==> src/rtl/wrap_timer.sv <==
module wrap_timer #(
  parameter int CW  = 16,
  parameter int PSW = 3,
  parameter int AW  = 2,
  parameter int DW  = 32
) (
  input  logic          clk,
  input  logic          rst_n,
  input  logic          bus_sel,
  input  logic          bus_we,
  input  logic [AW-1:0] bus_addr,
  input  logic [DW-1:0] bus_wdata,
  output logic [DW-1:0] bus_rdata,
  output logic          irq_o
);
  localparam int DIVW = (1 << PSW) - 1;

  logic [PSW-1:0]  ps;
  logic [1:0]      csel;
  logic            ie, flag;
  logic [CW-1:0]   cnt, mod_act, init_act, mod_buf, init_buf;
  logic [DIVW-1:0] div;

  wire wr      = bus_sel && bus_we;
  wire wr_ctrl = wr && bus_addr == AW'(0);
  wire wr_cnt  = wr && bus_addr == AW'(1);
  wire wr_mod  = wr && bus_addr == AW'(2);
  wire wr_init = wr && bus_addr == AW'(3);

  wire             run  = csel == 2'd1;
  wire [DIVW-1:0]  mask = (DIVW'(1) << ps) - DIVW'(1);
  wire             tick = run && div == mask;
  wire             wrap = tick && cnt == mod_act;

  assign irq_o = flag && ie;

  always_ff @(posedge clk or negedge rst_n) begin
    if (!rst_n) begin
      ps <= '0; csel <= '0; ie <= 1'b0; flag <= 1'b0;
      cnt <= '0; mod_act <= '0; init_act <= '0;
      mod_buf <= '0; init_buf <= '0; div <= '0;
    end else begin
      if (run) div <= tick ? '0 : div + 1'b1;
      else     div <= '0;

      if (!run) begin
        mod_act  <= mod_buf;
        init_act <= init_buf;
      end

      if (wr_cnt)    cnt <= init_act;
      else if (tick) cnt <= wrap ? init_act : cnt + 1'b1;

      if (wr_mod)  mod_buf  <= bus_wdata[CW-1:0];
      if (wr_init) init_buf <= bus_wdata[CW-1:0];

      if (wr_ctrl) begin
        ps   <= bus_wdata[PSW-1:0];
        csel <= bus_wdata[4:3];
        ie   <= bus_wdata[6];
      end

      if (wrap)                         flag <= 1'b1;
      else if (wr_ctrl && !bus_wdata[7]) flag <= 1'b0;
    end
  end

  always_comb begin
    bus_rdata = '0;
    case (bus_addr)
      AW'(0): begin
        bus_rdata[PSW-1:0] = ps;
        bus_rdata[4:3]     = csel;
        bus_rdata[6]       = ie;
        bus_rdata[7]       = flag;
      end
      AW'(1):  bus_rdata[CW-1:0] = cnt;
      AW'(2):  bus_rdata[CW-1:0] = mod_act;
      default: bus_rdata[CW-1:0] = init_act;
    endcase
  end

  AST_HALT_HOLDS: assert property (@(posedge clk) disable iff (!rst_n)
    (!run && !wr_cnt) |=> $stable(cnt));
  AST_DIV_RESTART: assert property (@(posedge clk) disable iff (!rst_n)
    !run |=> div == '0);
  AST_WRAP_RELOAD: assert property (@(posedge clk) disable iff (!rst_n)
    (wrap && !wr_cnt) |=> cnt == $past(init_act));
  AST_FLAG_ON_WRAP: assert property (@(posedge clk) disable iff (!rst_n)
    wrap |=> flag);
  AST_FLAG_ONLY_WRAP: assert property (@(posedge clk) disable iff (!rst_n)
    !wrap |=> !$rose(flag));
  AST_ACTIVE_FROZEN: assert property (@(posedge clk) disable iff (!rst_n)
    run |=> ($stable(mod_act) && $stable(init_act)));
  AST_CNT_RELOAD: assert property (@(posedge clk) disable iff (!rst_n)
    wr_cnt |=> cnt == $past(init_act));
endmodule

==> config.mk <==
export PLATFORM = sky130hd
export DESIGN_NAME = wrap_timer
export DESIGN_NICKNAME = d
export VERILOG_FILES = /design/src/rtl/wrap_timer.sv
export SDC_FILE = /design/constraint.sdc
export NUM_CORES = 1
export LEC_CHECK = 0
export CAP_MARGIN = 20
export CORE_MARGIN = 2
export CORE_UTILIZATION = 55
export CTS_BUF_LIST = sky130_fd_sc_hd__clkbuf_4
export DETAILED_ROUTE_END_ITERATION = 16
export GPL_TIMING_DRIVEN = 0
export PLACE_DENSITY = 0.8
export RECOVER_POWER = 25
export SLEW_MARGIN = 20
export SYNTH_ARGS = -nofsm -noshare
export SYNTH_HDL_FRONTEND = slang
export SYNTH_SLANG_ARGS = --single-unit
==> constraint.sdc <==
create_clock -name clk -period 3.1 [get_ports clk]
set_clock_uncertainty 0.1 [all_clocks]
set_input_delay 0.62 -clock clk [delete_from_list [all_inputs] [get_ports clk]]
set_output_delay 0.62 -clock clk [all_outputs]
set_load 0.02 [all_outputs]
After elaboration in Yosys (flattened, before gate mapping)
Index checks and enable logic that the tools add are counted.

Add/subtract/negate cells: 3. Multiplexer cells: 11. Shifts and indexed selects: 1. Eq/ne operators: 6. Reduce and logical (&&, ||, !) cells: 13.

Operator list (count): $mux W16 (3); $pmux W8 S3 (1); $add A16 B1 Y16 const B (1); $eq A16 B16 Y1 (1); $pmux W5 S3 (1); $mux W7 (2); $logic_and A1 B1 Y1 (9); $add A7 B1 Y7 const B (1); $eq A7 B7 Y1 (1); $shl A1 B3 Y7 const A (1); $sub A7 B2 Y7 const B (1); $pmux W2 S3 (1); $eq A2 B1 Y1 const B (2); $eq A2 B2 Y1 const B (2); $reduce_bool A2 Y1 (2); $pmux W1 S3 (1); $logic_not A2 Y1 (1); $mux W1 (2); $logic_not A1 Y1 (1).

Register bits: 94. Bits of input ports: 38. Output and inout bits: 33.

Logic depth before layout (Yosys ltp)
Word-level depth: 8. Depth in mapped cells: 9.

Least setup slack after synthesis
Ideal clock, no wire load.

Path kind: input -> output. Start: input bus_addr[1]. End: output bus_rdata[3]. Data arrival time: 1.978 ns. Required time: 2.380 ns. Stages: 3. Slack: 0.402 ns. Cells stage by stage: clkbuf_1 > clkbuf_1 > mux4_2.

Cells in the longest elaborated chain, start to end: 2. Elaborated cells between the ends (all ways): 4. Those cells by class: 2 x eq/ne; 1 x mux; 1 x reduce/logical.

RTL lines: start, declared (RTL line 11) `input logic [AW-1:0] bus_addr,`; $eq A2 B2 Y1 (tied with other cells) (RTL line 70) `case (bus_addr)`; $pmux W5 S3 (*) (RTL line 70); end, declared (RTL line 13) `output logic [DW-1:0] bus_rdata,`.

Mark *: on every way between the ends. The rest lies on a longest branch, timed or not.

Final worst setup path
Ends and elaborated chain as after synthesis.

==> flow_summary.yaml <==
worst_setup_path:
  cp_slowest_cell: "mux4_2"
  startpoint_type: "primary input"
  critPathCaptureType: "primary output"
  required_ns: 2.38
  cp.arrival_ns: 2.33
  crit_path_frequent_cell: "clkbuf_8"
  crit_family: "buffers and inverters"
  cp.buffers_inverters: 4
  crit_fanout: 10
  crit_path_cell_trace: "clkdlybuf4s50_1 > clkbuf_8 > clkbuf_8 > mux4_2 > clkdlybuf4s15_1"
  crit_type: "primary input to primary output"
  critPathMaxStageDelay_ns: 0.52
synth:
  synth-edff-count: 0
  yosysSeqAreaShare_pct: 48.14
  syn_area_per_cell_um2: 10.29
  synth_xor_area_share_pct: 3.764
  synth_cell_types: 57
  synth-simple-area-share_pct: 16.52
  synth_top_flop_cell: "dfrtp_1"
  netlist_area_um2: 4886
  netlist_instances: 475
  yosys_register_bits: 94
  ys.warnings.count: 0
  async_reset_ff_share_pct: 100.0
  synth_top_family_by_area: "simple AND/OR/NAND/NOR gates"
  muxShareOfSynthArea_pct: 14.67
  synth-compound-area-share_pct: 10.35
  synthAdderAreaFrac_pct: 0.5122
clock_network:
  cts_tree: "done"
  root_buffer: "clkbuf_4"
  clkTransAtPathRegs_ns: 0.16
  cts_made_buffers: 9
  clk_latency_ns: 0.45
  h-tree-depth: 3
  clockBufferDepth: 2
  cts.sinks: 94
status:
  status: "finished, violations left"
  violations: "max-capacitance violations, max-slew violations"
finish:
  final_common_cell: "nand2_1"
  post-route-util_pct: 65.66
  num_antenna_cells: 0
  drive_gt1_share_pct: 19.96
  area_delta_synth_final_pct: 16.62
  nets: 581
  most-common-layout-cells: "103 x nand2_1, 94 x dfrtp_1, 47 x mux2_2, 23 x nor2_1, 21 x clkdlybuf4s50_1"
global_routing:
  grt_pass1_vias: 3726
  overflow: 0
  grt_util_all_layers_pct: 25.02
  grt_max_degree: 65
  grt_antenna_before_repair: 0
  grt_first_pass_wirelength_mm: 19.13
route:
  highest_layer: "met4"
  wl_met1_mm: 5.017
  wl_met3_um: 730
  drc: 0
  dr_wl_met2_mm: 5.476
  routed_wl_mm: 11.59
  drt-vias-per-instance: 5.865
  drt-pass1-iter-count: 5
  detail-route-antenna-nets: 0
  vias: 3836
  wl_per_cell_um: 17.72
  drt-initial-drc-count: 302
floorplanning:
  die_h_um: 98.25
  io_pins: 71
  initial_core_util_pct: 56.30
  dieWidth_um: 98.25
  die_area_um2: 9653
  rows: 34
  core-area_um2: 8678
power_and_ir_drop:
  report.power.total_uw: 3907
  powerDensity_nw_per_um2: 685.7
  irDropWorstVdd_uv: 443.6
  leakagePower_uw: 0.002674
sta:
  final_max_slew_viol_count: 31
  max_freq_mhz: 327.4
  setup_viol: 0
  slew_headroom_pct: -26.24
  fin_crit_sh_pct: 98.52
  worstMarginPinSlew_ns: 1.894
  finalHoldViolCount: 0
  finalCriticalPeriod_ns: 3.054
  rsz0062_at_grt: "no"
  setup_ws_ns: 0.04595
run:
  cap_violations: 1
placed_design:
  pre_cts_slack_ns: -0.8731
  port_buffers: 38
  gp_congestion: 0.9254
  hpwl_mm: 8.545
hold_path:
  hp-class: "flip-flop to flip-flop"
## cell type report
class | count | area (um^2)
Sequential cell | 94 | 2352
Multi-Input combinational cell | 343 | 2303
Buffer | 48 | 309.0
Inverter | 5 | 18.77
Tap cell | 108 | 135.1
Fill cell | 700 | 2980
Timing Repair Buffer | 40 | 392.9
Clock buffer | 9 | 67.56
Clock inverter | 7 | 118.9
## metal layers
layer,up-vias,track usage [%]
li1,1767,-
met1,1879,34.57
met2,160,40.41
met5,-,0
met4,0,9.905
met3,30,3.508
## worst reg2reg max path: cells and delay by family (launching register included)
| family | cells | cell delay [ns] |
|---|---|---|
| simple gates | 3 | 0.86 |
| compound gates | 2 | 0.30 |
| flops | 1 | 0.39 |
| xor+xnor | 1 | 0.16 |
| buf+inv | 3 | 0.80 |
## power breakdown
group / internal [uW] / total [uW] / switching (uW)
clock network: 413 / 854 / 441
logic: 548 / 1170 / 626
registers: 1550 / 1880 / 333
total: 2510 / 3910 / 1400
## cell usage after synthesis, types with 5 or more instances
master    count  share of area [%]
nand2_1     103                7.9
dfrtp_1      94                 48
mux2_2       47                 11
nor2_1       23                1.8
clkbuf_1     21                1.6
xor2_1       18                3.2
buf_4        16                2.5
nand3_1      11                1.1
a21oi_1      10                1.0
a22o_1       10                1.8
o21ai_0      10                1.0
a211oi_1      8                1.2
nor3_1        8               0.82
mux4_2        7                3.2
nand4_1       6               0.77
a21o_1        5               0.77
and3_1        5               0.64
inv_1         5               0.38
## state kept, by name, summed over array words and instances, names as in the netlist
name	count
csel	2
init_buf	16
div	7
cnt	16
ps	3
mod_act	16
flag	1
ie	1
init_act	16
mod_buf	16
## final timing paths
| kind | startpoint | end | slack (ns) | cells after the start |
|---|---|---|---|---|
| worst min-delay path | init_buf[14]$_DFFE_PN0P_ | init_act[14]$_DFFE_PN0N_ | 0.39 | 2 |
| max in group asynchronous | rst_n | cnt[7]$_DFFE_PN0P_ | 0.71 | 2 |
| min in group asynchronous | rst_n | ps[2]$_DFFE_PN0P_ | 1.10 | 2 |
| worst min register to register | init_buf[14]$_DFFE_PN0P_ | init_act[14]$_DFFE_PN0N_ | 0.39 | 2 |
| worst max register to register | cnt[12]$_DFFE_PN0P_ | cnt[10]$_DFFE_PN0P_ | 0.38 | 9 |
| worst max-delay path | bus_addr[1] | bus_rdata[3] | 0.05 | 5 |
## metrics by stage
step | area (um^2) | std cells | setup TNS [ns] | hold slack [ns]
after floorplan | 4942 | 490 | 0 | 0.2244
after detailed placement | 5492 | 637 | -11.51 | 0.3617
after global routing | 5698 | 654 | 0 | 0.4128
after global placement | 5458 | 636 | -197.36 | 0.3543
final | 5698 | 654 | 0 | 0.3898
after CTS | 5700 | 654 | 0 | 0.3960
## repair_timing
item / CTS / global route
resized for setup: 28 / 3
gates cloned: 0 / 0
hold buffers: 1 / 0
endpoints found under the setup margin: 16 / 4
buffers inserted: 0 / 0
hold endpoints to repair: 30 / 0
## cell families (layout without fill, tap and decap cells)
family	count (synthesis)	in the layout
AOI/OAI and AO/OA	68	68
and+or+nand+nor	179	179
other	1	16
xor gates and xnor gates	21	21
adders and majority gates	2	2
DFF	94	94
buffers and inverters	53	109
muxes	57	57
Power figures use the tool's default switching activity.
